`src/rtl/prng_pkg.sv`:
```
package prng_pkg;
  localparam int unsigned OFF_CTRL = 'h000;
  localparam int unsigned OFF_STAT = 'h010;
  localparam int unsigned OFF_SEED = 'h140;
  localparam int unsigned OFF_OUT  = 'h160;

  localparam int unsigned CTRL_MODE_BIT  = 3;
  localparam int unsigned CTRL_START_BIT = 4;
  localparam int unsigned STAT_DONE_BIT  = 5;
endpackage

```
`src/rtl/prng_regs.sv`:
```
module prng_regs #(
  parameter int unsigned DATA_W    = 32,
  parameter int unsigned NUM_WORDS = 5
) (
  input  logic                               clk_i,
  input  logic                               rst_ni,
  input  logic                               ctrl_we_i,
  input  logic                               stat_we_i,
  input  logic [NUM_WORDS-1:0]               seed_we_i,
  input  logic [DATA_W-1:0]                  wdata_i,
  input  logic                               busy_i,
  input  logic                               done_i,
  output logic [DATA_W-1:0]                  ctrl_o,
  output logic [DATA_W-1:0]                  status_o,
  output logic [NUM_WORDS-1:0][DATA_W-1:0]   seeds_o,
  output logic                               start_o
);
  import prng_pkg::*;

  logic [DATA_W-1:0]    ctrl_q;
  logic [2:0]           flags_q;
  logic [NUM_WORDS-1:0] mask_q;
  logic                 seed_done;
  logic [2:0]           flags_d;

  assign seed_done = &mask_q;
  assign start_o   = ctrl_we_i && wdata_i[CTRL_MODE_BIT] && wdata_i[CTRL_START_BIT]
                     && seed_done && !busy_i;

  always_comb begin
    flags_d = flags_q;
    if (stat_we_i) flags_d = wdata_i[5:3];
    if (done_i)    flags_d[2] = 1'b1;  // completion wins over a clearing write
  end

  always_ff @(posedge clk_i or negedge rst_ni) begin
    if (!rst_ni) begin
      ctrl_q  <= '0;
      flags_q <= '0;
    end else begin
      flags_q <= flags_d;
      if (ctrl_we_i) begin
        ctrl_q                 <= wdata_i;
        ctrl_q[CTRL_START_BIT] <= 1'b0;
      end
    end
  end

  for (genvar i = 0; i < NUM_WORDS; i++) begin : g_seed
    always_ff @(posedge clk_i or negedge rst_ni) begin
      if (!rst_ni) begin
        seeds_o[i] <= '0;
        mask_q[i]  <= 1'b0;
      end else if (seed_we_i[i]) begin
        seeds_o[i] <= wdata_i;
        mask_q[i]  <= 1'b1;
      end
    end
  end

  assign ctrl_o   = ctrl_q;
  assign status_o = DATA_W'({1'b0, 1'b0, flags_q, busy_i, seed_done, 1'b1});

  p_seed_done_rise_r3: assert property (@(posedge clk_i) disable iff (!rst_ni)
    $rose(status_o[1]) |-> $past(|seed_we_i));
  p_done_flag_set_r9: assert property (@(posedge clk_i) disable iff (!rst_ni)
    done_i |=> status_o[STAT_DONE_BIT]);
  p_flags_hold_r9: assert property (@(posedge clk_i) disable iff (!rst_ni)
    (!stat_we_i && !done_i) |=> $stable(status_o[5:3]));
  p_no_start_busy_r10: assert property (@(posedge clk_i) disable iff (!rst_ni)
    busy_i |-> !start_o);
endmodule

```
`src/rtl/prng_core.sv`:
```
module prng_core #(
  parameter int unsigned DATA_W     = 32,
  parameter int unsigned NUM_WORDS  = 5,
  parameter int unsigned RUN_CYCLES = 8
) (
  input  logic                              clk_i,
  input  logic                              rst_ni,
  input  logic                              start_i,
  input  logic [NUM_WORDS-1:0][DATA_W-1:0]  seeds_i,
  output logic                              busy_o,
  output logic                              done_o,
  output logic [NUM_WORDS-1:0][DATA_W-1:0]  words_o
);
  localparam int unsigned CNT_W = $clog2(RUN_CYCLES + 1);
  typedef logic [NUM_WORDS-1:0][DATA_W-1:0] state_t;

  state_t           st_q, st_nxt;
  logic [CNT_W-1:0] cnt_q;
  logic [DATA_W-1:0] t;

  always_comb begin
    t = st_q[0] ^ (st_q[0] >> 2);
    for (int i = 0; i < NUM_WORDS - 1; i++) st_nxt[i] = st_q[i+1];
    st_nxt[NUM_WORDS-1] = st_q[NUM_WORDS-1] ^ (st_q[NUM_WORDS-1] << 4) ^ t ^ (t << 1);
  end

  assign busy_o = (cnt_q != '0);
  assign done_o = (cnt_q == CNT_W'(1));

  always_ff @(posedge clk_i or negedge rst_ni) begin
    if (!rst_ni) begin
      st_q    <= '0;
      cnt_q   <= '0;
      words_o <= '0;
    end else if (start_i) begin
      st_q  <= seeds_i;
      cnt_q <= CNT_W'(RUN_CYCLES);
    end else if (busy_o) begin
      st_q  <= st_nxt;
      cnt_q <= cnt_q - CNT_W'(1);
      if (done_o) words_o <= st_nxt;  // whole set at once
    end
  end

  p_start_busy_r6: assert property (@(posedge clk_i) disable iff (!rst_ni)
    start_i |=> busy_o);
  p_done_ends_r6: assert property (@(posedge clk_i) disable iff (!rst_ni)
    done_o |=> !busy_o);
  p_words_stable_r8: assert property (@(posedge clk_i) disable iff (!rst_ni)
    !done_o |=> $stable(words_o));
endmodule

```
`src/rtl/prng_periph.sv`:
```
module prng_periph #(
  parameter int unsigned ADDR_W     = 9,
  parameter int unsigned DATA_W     = 32,
  parameter int unsigned NUM_WORDS  = 5,
  parameter int unsigned RUN_CYCLES = 8
) (
  input  logic              clk_i,
  input  logic              rst_ni,
  input  logic              req_i,
  input  logic              we_i,
  input  logic [ADDR_W-1:0] addr_i,
  input  logic [DATA_W-1:0] wdata_i,
  output logic [DATA_W-1:0] rdata_o
);
  import prng_pkg::*;

  logic hit_ctrl, hit_stat, wr, rd;
  logic [NUM_WORDS-1:0] hit_seed, hit_out, seed_we;
  logic [DATA_W-1:0] ctrl, status;
  logic [NUM_WORDS-1:0][DATA_W-1:0] seeds, words;
  logic start, busy, done;

  assign wr       = req_i && we_i;
  assign rd       = req_i && !we_i;
  assign hit_ctrl = (addr_i == ADDR_W'(OFF_CTRL));
  assign hit_stat = (addr_i == ADDR_W'(OFF_STAT));

  for (genvar i = 0; i < NUM_WORDS; i++) begin : g_dec
    assign hit_seed[i] = (addr_i == ADDR_W'(OFF_SEED + 4 * i));
    assign hit_out[i]  = (addr_i == ADDR_W'(OFF_OUT + 4 * i));
    assign seed_we[i]  = wr && hit_seed[i];
  end

  prng_regs #(.DATA_W(DATA_W), .NUM_WORDS(NUM_WORDS)) regs_i (
    .clk_i    (clk_i),
    .rst_ni   (rst_ni),
    .ctrl_we_i(wr && hit_ctrl),
    .stat_we_i(wr && hit_stat),
    .seed_we_i(seed_we),
    .wdata_i  (wdata_i),
    .busy_i   (busy),
    .done_i   (done),
    .ctrl_o   (ctrl),
    .status_o (status),
    .seeds_o  (seeds),
    .start_o  (start)
  );

  prng_core #(.DATA_W(DATA_W), .NUM_WORDS(NUM_WORDS), .RUN_CYCLES(RUN_CYCLES)) core_i (
    .clk_i  (clk_i),
    .rst_ni (rst_ni),
    .start_i(start),
    .seeds_i(seeds),
    .busy_o (busy),
    .done_o (done),
    .words_o(words)
  );

  always_comb begin
    rdata_o = '0;
    if (rd) begin
      if (hit_ctrl) rdata_o = ctrl;
      if (hit_stat) rdata_o = status;
      for (int i = 0; i < NUM_WORDS; i++) if (hit_out[i]) rdata_o = words[i];
    end
  end

  p_unmapped_zero_r2: assert property (@(posedge clk_i) disable iff (!rst_ni)
    (rd && !hit_ctrl && !hit_stat && !(|hit_out)) |-> (rdata_o == '0));
  p_status_fixed_r11: assert property (@(posedge clk_i) disable iff (!rst_ni)
    (rd && hit_stat) |-> (rdata_o[0] && !rdata_o[6] && !rdata_o[7]));
  p_start_readback_r4: assert property (@(posedge clk_i) disable iff (!rst_ni)
    (rd && hit_ctrl) |-> !rdata_o[CTRL_START_BIT]);
endmodule

```
`config.mk`:
```
export PLATFORM = sky130hd
export DESIGN_NAME = prng_periph
export DESIGN_NICKNAME = d
export VERILOG_FILES = /design/src/rtl/prng_pkg.sv /design/src/rtl/prng_regs.sv /design/src/rtl/prng_core.sv /design/src/rtl/prng_periph.sv
export SDC_FILE = /design/constraint.sdc
export NUM_CORES = 1
export LEC_CHECK = 0
export BUFFER_PORTS_ARGS = -buffer_cell sky130_fd_sc_hd__buf_2
export CORE_MARGIN = 2
export CORE_UTILIZATION = 55
export DETAILED_ROUTE_END_ITERATION = 10
export PLACE_DENSITY_LB_ADDON = 0.25
export SYNTH_ARGS = -nofsm -noshare
export SYNTH_HDL_FRONTEND = slang
export SYNTH_SLANG_ARGS = --single-unit
```
`constraint.sdc`:
```
create_clock -name clk_i -period 5.11 [get_ports clk_i]
set_clock_uncertainty 0.1 [all_clocks]
set_input_delay 1.2775 -clock clk_i [delete_from_list [all_inputs] [get_ports clk_i]]
set_output_delay 1.2775 -clock clk_i [all_outputs]
set_load 0.1 [all_outputs]
```
# ---- Word-level counts from Yosys, hierarchy flattened
# Cells that the tools add are included.
dict set report word_totals {
  in_bits 45
  wordCells 77
  latch_bits 0
  romBits 0
  output_inout_bits 32
  mem_count 0
  regBits 523
  mem_bits_rw 0
}
dict set report classes {
  n_mux 14
  shift 0
  reduce_logical 21
  addsub 1
  eq_ne 12
  n_mul 0
  n_div 0
  bitwise 5
  n_lt_le_gt_ge 0
}
# cell count
set ops {}
lappend ops {{$mux W160} 2}
lappend ops {{$mux W32} 8}
lappend ops {{$xor A32 B32 Y32} 3}
lappend ops {{$eq A9 B9 Y1 const B} 10}
lappend ops {{$xor A32 B30 Y32} 1}
lappend ops {{$logic_and A1 B1 Y1} 13}
lappend ops {{$eq A9 B5 Y1 const B} 1}
lappend ops {{$logic_not A9 Y1} 1}
lappend ops {{$mux W4} 2}
lappend ops {{$reduce_and A5 Y1} 1}
lappend ops {{$eq A4 B1 Y1 const B} 1}
lappend ops {{$reduce_bool A2 Y1} 2}
lappend ops {{$reduce_bool A4 Y1} 1}
lappend ops {{$sub A4 B1 Y4 const B} 1}
lappend ops {{$mux W3} 1}
lappend ops {{$reduce_and A3 Y1} 1}
lappend ops {{$logic_not A1 Y1} 2}
lappend ops {{$mux W1} 1}
lappend ops {{$not A1 Y1} 1}

# ---- Logic depth before layout (Yosys ltp)
# Gate-level depths: netlist of the first run.
dict set report depth {
  word_depth 9
  ltp_mapped 9
  ltp_nobuf 6
}

# ---- Hierarchy
# From an unflattened synthesis of the first run, not the netlist that was laid out.
dict set report unflattened {
  cells_unflattened 2101
  area_unflattened_um2 25632.1
}
# mod cells_each area_each_um2 seq_area_each_um2 n_inst
set modules_own_cells {}
lappend modules_own_cells {prng_core 1227 14690.3 8107.8 1}
lappend modules_own_cells {prng_regs 460 8544.4 4979.8 1}
lappend modules_own_cells {prng_periph 414 2397.3 0.0 1}

# ---- Worst setup path after synthesis of the first run
# No wires, ideal clock.
dict set report synth_path {
  path_kind {input -> output}
  start {input port addr_i[4]}
  end {output port rdata_o[10]}
  path_slack_ns -1.046
  n_path_buf 2
  arrival_ns 4.779
  required_ns 3.733
  path_stages 6
  cell_sequence {buf_2 -> or3_1 -> nor2_2 -> clkbuf_1 -> a22oi_1 -> o32ai_1}
}
dict set report synth_between {
  elab_chain_cells 9
  elab_cells_between_ends 15
  cone_classes {eq/ne (6); mux (8); reduce/logical (1)}
}
# element line
set synth_rtl {}
lappend synth_rtl {{start, declared} prng_periph.sv:11} ;# input logic [ADDR_W-1:0] addr_i,
lappend synth_rtl {{$logic_not A9 Y1} prng_periph.sv:25} ;# assign hit_ctrl = (addr_i == ADDR_W'(OFF_CTRL));
lappend synth_rtl {{$mux W32} prng_periph.sv:62} ;# if (hit_ctrl) rdata_o = ctrl;
lappend synth_rtl {{$mux W32} prng_periph.sv:63} ;# if (hit_stat) rdata_o = status;
lappend synth_rtl {{$mux W32 (4 in a row)} prng_periph.sv:64} ;# for (int i = 0; i < NUM_WORDS; i++) if (hit_out[i]) rdata_o = words[i];
lappend synth_rtl {{$mux W32 (*)} prng_periph.sv:64}
lappend synth_rtl {{$mux W32 (*)} prng_periph.sv:61} ;# if (rd) begin
lappend synth_rtl {{end, declared} prng_periph.sv:13} ;# output logic [DATA_W-1:0] rdata_o
# Mark *: on every way between the ends. The rest lies on a longest branch, timed or not.

# ---- Worst setup path after layout of the first run
dict set report layout_path {
  start {input port addr_i[2]}
  end {output port rdata_o[16]}
}
# Same word-level chain as after synthesis.

==> results of run 1 <==
power by group through the flow:
stage	Clock, W	Sequential (W)	Combinational, W
floorplan	0	0.00425	0.0000935
detailed placement	0	0.00425	0.000268
global placement	0	0.00425	0.000263
global route	0.00427	0.00418	0.000293
finish	0.00404	0.00418	0.000265
CTS	0.00409	0.00418	0.000269
metal layers:
layer | routed length, um | track usage, %
met1 | 27310 | 39.91
met2 | 29950 | 46.86
met3 | 3627 | 3.648
met4 | 1951 | 10.54
met5 | 0 | 0
through the flow:
stage               hold WS (ns)  utilization, %  cells  power [W]
finish                    0.3667           63.72   3189   0.008479
global route              0.3843           63.72   3189   0.008742
CTS                       0.3694           63.72   3189   0.008541
detailed placement        0.3561           59.47   3092   0.004521
global placement          0.3498           59.47   3092   0.004515
floorplan                 0.3334               -   2558   0.004344
logic make-up (layout without fill, tap and decap cells):
group / after synthesis / count (layout) / synth area share [%]
AOI/OAI and AO/OA: 366 / 366 / 9.784
adders and majority gates: 3 / 3 / 0.1565
buffers and inverters: 201 / 247 / 3.938
and+or+nand+nor: 1173 / 1173 / 19.14
xor gates and xnor gates: 121 / 121 / 4.417
muxes: 171 / 171 / 8.011
DFF: 523 / 523 / 54.55
worst min-delay path: cells and delay by family (launching register included):
kind | cells | cell delay, ns
AND/OR/NAND/NOR | 2 | 0.10
flip-flops | 1 | 0.34
final cells by class:
cell class | count | area [um2] | share of cell area (%)
flip-flops and latches | 523 | 13090 | 47.68
multi-input cells | 1834 | 10340 | 37.66
clock buffers | 78 | 1625 | 5.922
repair buffers | 121 | 1351 | 4.923
well taps | 585 | 732.0 | 2.667
clock inverters | 19 | 205.2 | 0.7476
inverters | 29 | 108.9 | 0.3966
worst min path at each step:
stage / slack, ns / cells past startpoint / end / from
after global routing: 0.38 / 1 / regs_i.mask_q[3] / regs_i.mask_q[3]
after global placement: 0.35 / 2 / regs_i.ctrl_o[13] / regs_i.ctrl_o[13]
after floorplan: 0.33 / 2 / regs_i.ctrl_o[0] / regs_i.ctrl_o[0]
after detailed placement: 0.36 / 2 / regs_i.ctrl_o[20] / regs_i.ctrl_o[20]
after CTS: 0.37 / 2 / regs_i.ctrl_o[20] / regs_i.ctrl_o[20]
final: 0.37 / 2 / regs_i.ctrl_o[17] / regs_i.ctrl_o[17]
synth_stat cells, types with 4 or more instances:
cell | count | area share (%)
nand2_1 | 919 | 14
dfrtp_1 | 523 | 55
nor2_1 | 201 | 3.1
a31oi_1 | 156 | 4.1
mux2_2 | 154 | 7.2
clkbuf_1 | 115 | 1.8
xnor2_1 | 92 | 3.4
o21ai_0 | 64 | 1.3
a22oi_1 | 53 | 1.7
a21oi_1 | 36 | 0.75
inv_1 | 29 | 0.45
xor2_1 | 29 | 1.1
o32ai_1 | 28 | 1.0
buf_2 | 23 | 0.48
buf_6 | 18 | 0.84
mux2_1 | 14 | 0.66
buf_1 | 9 | 0.14
nand3_1 | 8 | 0.17
nor3_1 | 8 | 0.17
buf_4 | 7 | 0.22
or2_2 | 7 | 0.18
a221oi_1 | 5 | 0.18
and2_1 | 5 | 0.13
a22o_1 | 4 | 0.15
o22ai_1 | 4 | 0.10
o31ai_1 | 4 | 0.13
flip-flops by register name, indices dropped and copies added, names as in the netlist:
| register | cells |
|---|---|
| core_i.words_o | 160 |
| core_i.st_q | 32 |
| regs_i.flags_q | 3 |
| core_i.cnt_q | 4 |
| regs_i.seeds_o | 160 |
| regs_i.mask_q | 5 |
| regs_i.ctrl_o | 31 |
| core_i.st_nxt | 128 |
==> flow_summary.json, run 1 <==
{
  "outcome": "completed",
  "drc": 0,
  "swShare_pct": 21.78,
  "yosysSeqAreaShare_pct": 54.55,
  "grt_usage_pct": 28.79,
  "fin_ws_ns": 0.4879,
  "htreeDepth": 2,
  "num_rows": 76,
  "antenna_found_initial": 0,
  "clk_path_buf_depth": 3,
  "ctsResizeCount": 0,
  "clock.fmax_ghz": 0.2164,
  "place_area_mm2": 0.02562,
  "seqPwrFrac_pct": 49.3,
  "vias_per_cell": 5.792,
  "r2r_start": "regs_i.mask_q[0]",
  "io_buffers": 76,
  "required_ns": 3.73,
  "cp-endpoint": "rdata_o[16]",
  "p_per_area_mw_per_mm2": 308.9,
  "dieHeight_um": 212.9,
  "drv_slew": 0,
  "drive_above_1_share_pct": 15.98,
  "ant_nets": 0,
  "synthFlopType": "dfrtp_1",
  "hpwlAfterDp_um": 38820,
  "worst_slew_pin_slew_ns": 0.8991,
  "place_congestion": 0.8853,
  "power_switching_w": 0.001847,
  "rsz0062_at_grt": "false",
  "cpMostUsedCell": "buf_4",
  "nets": 2611,
  "irDropWorstVdd_mv": 0.2686,
  "initial_core_util_pct": 55.69,
  "dieArea_mm2": 0.04531,
  "wirelength_um": 62840,
  "crit_type": "in -> out",
  "cp-start-kind": "primary input",
  "synth_edf_count": 0,
  "insertion_delay_ns": 0.60,
  "clock_sinks": 523,
  "pwr-share-comb_pct": 3.1,
  "p_leak_nw": 12.84,
  "drtIter0Drc": 1592,
  "crit_path_cell_trace": "buf_2, nor4_4, and3_1, buf_4, buf_4, a22oi_1, o32ai_4, buf_12",
  "period_needed_ns": 4.622,
  "cp_num_buf_inv": 4,
  "clockPowerShare_pct": 47.6,
  "area_growth_pct": 14.41,
  "grt_pass1_wl_um": 101700,
  "cpPeakStageDelay_ns": 0.31,
  "core_area_mm2": 0.04308,
  "first_pass_iters": 5,
  "post_cts_buffers": 0,
  "yosys_warnings": 0,
  "ios": 77,
  "relSlewSlack_pct": 39.92,
  "cp.depth": 8,
  "finalHoldViolations": 0,
  "clk_pin_slew_ns": 0.06,
  "internal_power_w": 0.006632,
  "maxCapViolCount": 0,
  "r2r_cells": 6,
  "cts_root_buf": "clkbuf_16",
  "cts_buffers": 54,
  "post_synth.cell_area_avg_um2": 9.379,
  "setup_violations": 0,
  "critPathTopFamily": "buffers and inverters",
  "cp_max_fo": 17,
  "postSynthCellCount": 2558,
  "cp-startpoint": "addr_i[2]",
  "worstReg2RegEnd": "core_i.st_nxt[77]",
  "grt_max_degree": 148,
  "final_cell_area_mm2": 0.02745,
  "hold_class": "reg -> reg",
  "cts_tree": "done",
  "crit_arrival_ns": 3.24,
  "syn-cell-area_mm2": 0.02399,
  "finalCritPeriodShare_pct": 90.45,
  "synthesis.nets": 2606,
  "synth_async_sr_flop_share_pct": 100.0,
  "grt_pass1_vias": 18430,
  "layout_commonest_cell": "nand2_1",
  "ys_ff_latch": 523,
  "final_cell_mix": "nand2_1, dfrtp_1, nor2_1",
  "synth.distinct_cells": 48,
  "setup_tns_ns": 0,
  "grt_overflow": 0,
  "crit_slowest_cell": "nor4_4",
  "vias": 18470,
  "antenna_cells": 0,
  "wire_per_inst_um": 19.70,
  "place_ws_ns": 0.5536,
  "nFillCells": 3469,
  "die_w_um": 212.9,
  "reg2reg_slack_ns": 2.55,
  "cts_hold_repair.buffers": 0,
  "cp-end-kind": "output pin"
}
Power figures use the tool's default switching activity.
==> run 2, diff against run 1 <==
Settings changed: CTS_BUF_LIST from default to sky130_fd_sc_hd__clkbuf_8.
==> flow_summary.json, run 2 (synthesized netlist as in run 1, its figures left out) <==
{
  "antenna_found_initial": 0,
  "min_from": "regs_i.ctrl_o[17]",
  "cts_hold_repair.buffers": 0,
  "crit_slowest_cell": "nor4_4",
  "finalCritPeriodShare_pct": 90.38,
  "pwr-share-comb_pct": 3.3,
  "nFillCells": 3502,
  "crit_arrival_ns": 3.24,
  "cts_tree": "done",
  "wire_per_inst_um": 19.38,
  "hpwlAfterDp_um": 38820,
  "worst_slew_pin_slew_ns": 0.8540,
  "vias": 18670,
  "cp-startpoint": "addr_i[2]",
  "p_total_w": 0.008151,
  "place_congestion": 0.8853,
  "ant_nets": 0,
  "critPathTopFamily": "buffers and inverters",
  "whs_ns": 0.3680,
  "cp_num_buf_inv": 4,
  "placed_cells": 3092,
  "ios": 77,
  "setup_tns_ns": 0,
  "area_growth_pct": 14.19,
  "grt_pass1_wl_um": 101800,
  "vias_per_cell": 5.748,
  "post_cts_buffers": 0,
  "drc": 0,
  "grt_max_degree": 148,
  "power_switching_w": 0.001869,
  "finalNonFillerCells": 3248,
  "outcome": "completed",
  "dieArea_mm2": 0.04531,
  "final_cell_mix": "nand2_1, dfrtp_1, nor2_1",
  "seqPwrFrac_pct": 51.3,
  "setup_violations": 0,
  "cts_buffers": 86,
  "clockPowerShare_pct": 45.5,
  "cpPeakStageDelay_ns": 0.31,
  "htreeDepth": 3,
  "place_ws_ns": 0.5536,
  "rsz0062_at_grt": "false",
  "period_needed_ns": 4.618,
  "clock.fmax_ghz": 0.2165,
  "antenna_cells": 0,
  "p_per_area_mw_per_mm2": 297.5,
  "fin_ws_ns": 0.4918,
  "drtIter0Drc": 1567,
  "irDropWorstVdd_mv": 0.2156,
  "core_area_mm2": 0.04308,
  "cp-start-kind": "primary input",
  "grt_overflow": 0,
  "first_pass_iters": 5,
  "cp_max_fo": 17,
  "maxCapViolCount": 0,
  "die_w_um": 212.9,
  "initial_core_util_pct": 55.69,
  "num_rows": 76,
  "cpMostUsedCell": "buf_4",
  "clk_path_buf_depth": 3,
  "cp-end-kind": "output pin",
  "grt_usage_pct": 28.91,
  "ctsResizeCount": 0,
  "crit_path_cell_trace": "buf_2, nor4_4, and3_1, buf_4, buf_4, a22oi_1, o32ai_4, buf_12",
  "clock_sinks": 523,
  "wirelength_um": 62960,
  "p_leak_nw": 12.97,
  "nets": 2643,
  "crit_type": "in -> out",
  "layout_commonest_cell": "nand2_1",
  "required_ns": 3.73,
  "cts_root_buf": "clkbuf_8",
  "drv_slew": 0,
  "relSlewSlack_pct": 42.93,
  "grt_pass1_vias": 18610,
  "swShare_pct": 22.93,
  "insertion_delay_ns": 0.66,
  "drive_above_1_share_pct": 16.82,
  "finalHoldViolations": 0,
  "internal_power_w": 0.006282,
  "hold_class": "reg -> reg",
  "clk_pin_slew_ns": 0.06,
  "io_buffers": 76,
  "r2r_start": "regs_i.mask_q[3]",
  "dieHeight_um": 212.9
}
## run 2: area by class of cell
class	instances	area, um2	area share (%)
Clock buffer	115	1583	5.778
Sequential cell	523	13090	47.78
Timing Repair Buffer	121	1351	4.933
Tap cell	585	732.0	2.672
Clock inverter	41	193.9	0.7080
Inverter	29	108.9	0.3974
Multi-Input combinational cell	1834	10340	37.74
## run 2: per-stage QoR
stage | utilization [%] | area [um2]
floorplan | - | 24310
global route | 63.59 | 27390
global placement | 59.47 | 25620
finish | 63.59 | 27390
detailed placement | 59.47 | 25620
CTS | 63.59 | 27390
## run 2: worst reg2reg max path: stages, from the launching register on
cell and delay (ns):
dfrtp_1 0.34, nand3_1 0.17, nor3_1 0.56, and3_4 0.59, buf_12 0.40, nand2_1 0.17, a31oi_1 0.19
## run 2: path summary, 6_finish.rpt
check	cells after the start	endpoint	slack, ns
max in group asynchronous	2	regs_i.seeds_o[118]	3.20
worst max register to register	6	core_i.st_nxt[84]	2.50
min in group asynchronous	1	core_i.cnt_q[2]	0.48
worst max-delay path	8	rdata_o[16]	0.49
worst min register to register	2	regs_i.ctrl_o[17]	0.37
worst min-delay path	2	regs_i.ctrl_o[17]	0.37
## run 2: layer usage
metal  part of all wire, %  routed length [um]  vias up  global-route usage, %
li1                      -                   -     8591                      -
met1                    43               27380     9257                  39.54
met2                    47               29520      655                  46.43
met3                   6.0                3783      168                  4.265
met4                   3.6                2278        0                  12.20
met5                     0                   0        -                      0
## run 2: power by group through the flow
stage,logic (W),registers (W),clock network [W]
finish,0.000266,0.00418,0.00371
global placement,0.000263,0.00425,0
floorplan,0.0000935,0.00425,0
CTS,0.000269,0.00418,0.00376
detailed placement,0.000268,0.00425,0
global route,0.000294,0.00418,0.00395
==> run 3, diff against run 2 <==
Settings changed: ABC_AREA from default to 1.
==> flow_summary.json, run 3 <==
{
  "postSynthCellCount": 2883,
  "hpwlAfterDp_um": 44540,
  "hold_class": "reg -> reg",
  "setup_tns_ns": 0,
  "cts_root_buf": "clkbuf_8",
  "grt_overflow": 0,
  "antenna_cells": 0,
  "period_needed_ns": 4.739,
  "cp-start-kind": "primary input",
  "relSlewSlack_pct": 34.92,
  "htreeDepth": 3,
  "area_growth_pct": 12.78,
  "synth_area_leaders": "dfrtp_1, nand2_1, o21ai_0",
  "synth_top_area_share_pct": 55.68,
  "synth.distinct_cells": 27,
  "wirelength_um": 69400,
  "layout_commonest_cell": "nand2_1",
  "drv_slew": 0,
  "vias_per_cell": 5.587,
  "setup_violations": 0,
  "post_synth.cell_area_avg_um2": 8.153,
  "grt_pass1_vias": 19000,
  "nFillCells": 3664,
  "rsz0062_at_grt": "false",
  "synthesis.nets": 2931,
  "yosysTopAreaCell": "dfrtp_1",
  "drc": 0,
  "finalHoldViolations": 0,
  "ys_ff_latch": 523,
  "finalCritPeriodShare_pct": 92.74,
  "nets": 2989,
  "cts_buffers": 86,
  "io_buffers": 76,
  "p_total_w": 0.01545,
  "p_leak_nw": 13.07,
  "ios": 77,
  "p_per_area_mw_per_mm2": 582.9,
  "yosys_warnings": 0,
  "met3_usage_pct": 8.207,
  "ctsResizeCount": 0,
  "dieHeight_um": 210.7,
  "core_area_mm2": 0.04204,
  "synth_edf_count": 0,
  "syn-cell-area_mm2": 0.02351,
  "required_ns": 3.73,
  "cp_max_fo": 14,
  "yosysSeqAreaShare_pct": 55.68,
  "clk_pin_slew_ns": 0.05,
  "antenna_found_initial": 2,
  "num_rows": 75,
  "synthFlopType": "dfrtp_1",
  "final_cell_mix": "nand2_1, dfrtp_1, o21ai_0",
  "drtIter0Drc": 2419,
  "initial_core_util_pct": 55.91,
  "cts_hold_repair.buffers": 0,
  "ant_nets": 0,
  "post_cts_buffers": 0,
  "met2_usage_pct": 46.05,
  "cp-end-kind": "output pin",
  "drive_above_1_share_pct": 8.855,
  "insertion_delay_ns": 0.66,
  "cts_tree": "done",
  "clk_path_buf_depth": 3,
  "dieArea_mm2": 0.04441,
  "crit_type": "in -> out",
  "wire_per_inst_um": 19.59,
  "place_congestion": 0.9254,
  "first_pass_iters": 6,
  "clock_sinks": 523,
  "die_w_um": 210.7,
  "vias": 19790,
  "outcome": "completed",
  "synth.most_common_cell": "nand2_1",
  "maxCapViolCount": 0,
  "worst_slew_pin_slew_ns": 0.9762,
  "crit_arrival_ns": 3.36,
  "grt_usage_pct": 32.65,
  "synth_async_sr_flop_share_pct": 100.0,
  "grt-busiest-layer": "met1",
  "grt_pass1_wl_um": 110600,
  "grtUsageMet1_pct": 49.52,
  "yosys-top-cells-count": "nand2_1, dfrtp_1, o21ai_0, nand3_1, inv_1",
  "irDropWorstVdd_mv": 0.2870,
  "clock.fmax_ghz": 0.2110,
  "grt_max_degree": 164
}
run 3: worst max-delay path: stages:
cell     delay [ns]
buf_2          0.11
inv_1          0.06
nand3_1        0.13
nor2_1         0.14
buf_4          0.18
nand2_1        0.09
inv_2          0.25
buf_4          0.34
nand2_1        0.10
nand2_1        0.10
nor2_1         0.04
nand3_1        0.06
nand2_1        0.05
nor2_1         0.20
buf_12         0.21
run 3: kinds of logic after synthesis:
logic type                 after synthesis  share of synthesized area, %
xor gates and xnor gates                93                         3.465
adders and majority gates                3                        0.1597
AOI/OAI and AO/OA                      357                         7.894
and+or+nand+nor                       1529                         26.06
DFF                                    523                         55.68
buffers and inverters                  378                         6.744
run 3: layer usage:
layer | vias to the layer above | part of all wire [%]
li1 | 9156 | -
met1 | 9515 | 44
met2 | 994 | 42
met3 | 127 | 11
met4 | 2 | 2.7
met5 | - | 0.026
run 3: report_power, final:
part	leakage (nW)	total (W)	switching, W	internal (W)
logic	5.42	0.00518	0.00319	0.00200
clock network	0.979	0.00358	0.00166	0.00192
registers	6.67	0.00669	0.00123	0.00546
total	13.1	0.0155	0.00607	0.00938
run 3: stage by stage:
step / worst slack, ns / instance area [um2] / utilization (%) / hold slack [ns] / cells
after floorplan: 0.01822 / 23510 / - / 0.3342 / 2883
after global placement: 0.4198 / 24820 / 59.03 / 0.3466 / 3392
after detailed placement: 0.4105 / 24820 / 59.03 / 0.3507 / 3392
after CTS: 0.4146 / 26510 / 63.05 / 0.3660 / 3543
after global routing: 0.1811 / 26510 / 63.05 / 0.3877 / 3543
final: 0.3711 / 26510 / 63.05 / 0.3608 / 3543
run 3: area by class of cell:
cell class | instances | area (um2) | area share (%)
Clock buffer | 110 | 1514 | 5.711
Clock inverter | 41 | 177.7 | 0.6703
Inverter | 229 | 863.3 | 3.257
Multi-Input combinational cell | 1982 | 8885 | 33.52
Sequential cell | 523 | 13090 | 49.37
Tap cell | 539 | 674.4 | 2.544
Timing Repair Buffer | 119 | 1306 | 4.928
run 3: final timing paths:
check,startpoint,to,slack (ns),cells past startpoint
setup / recovery,addr_i[7],rdata_o[6],0.37,15
min in group asynchronous,rst_ni,core_i.st_nxt[34],0.60,1
hold / removal,regs_i.mask_q[3],regs_i.mask_q[3],0.36,2
setup reg to reg,core_i.cnt_q[2],core_i.words_o[155],1.94,7
max in group asynchronous,rst_ni,core_i.st_nxt[83],3.21,2
hold reg to reg,regs_i.mask_q[3],regs_i.mask_q[3],0.36,2
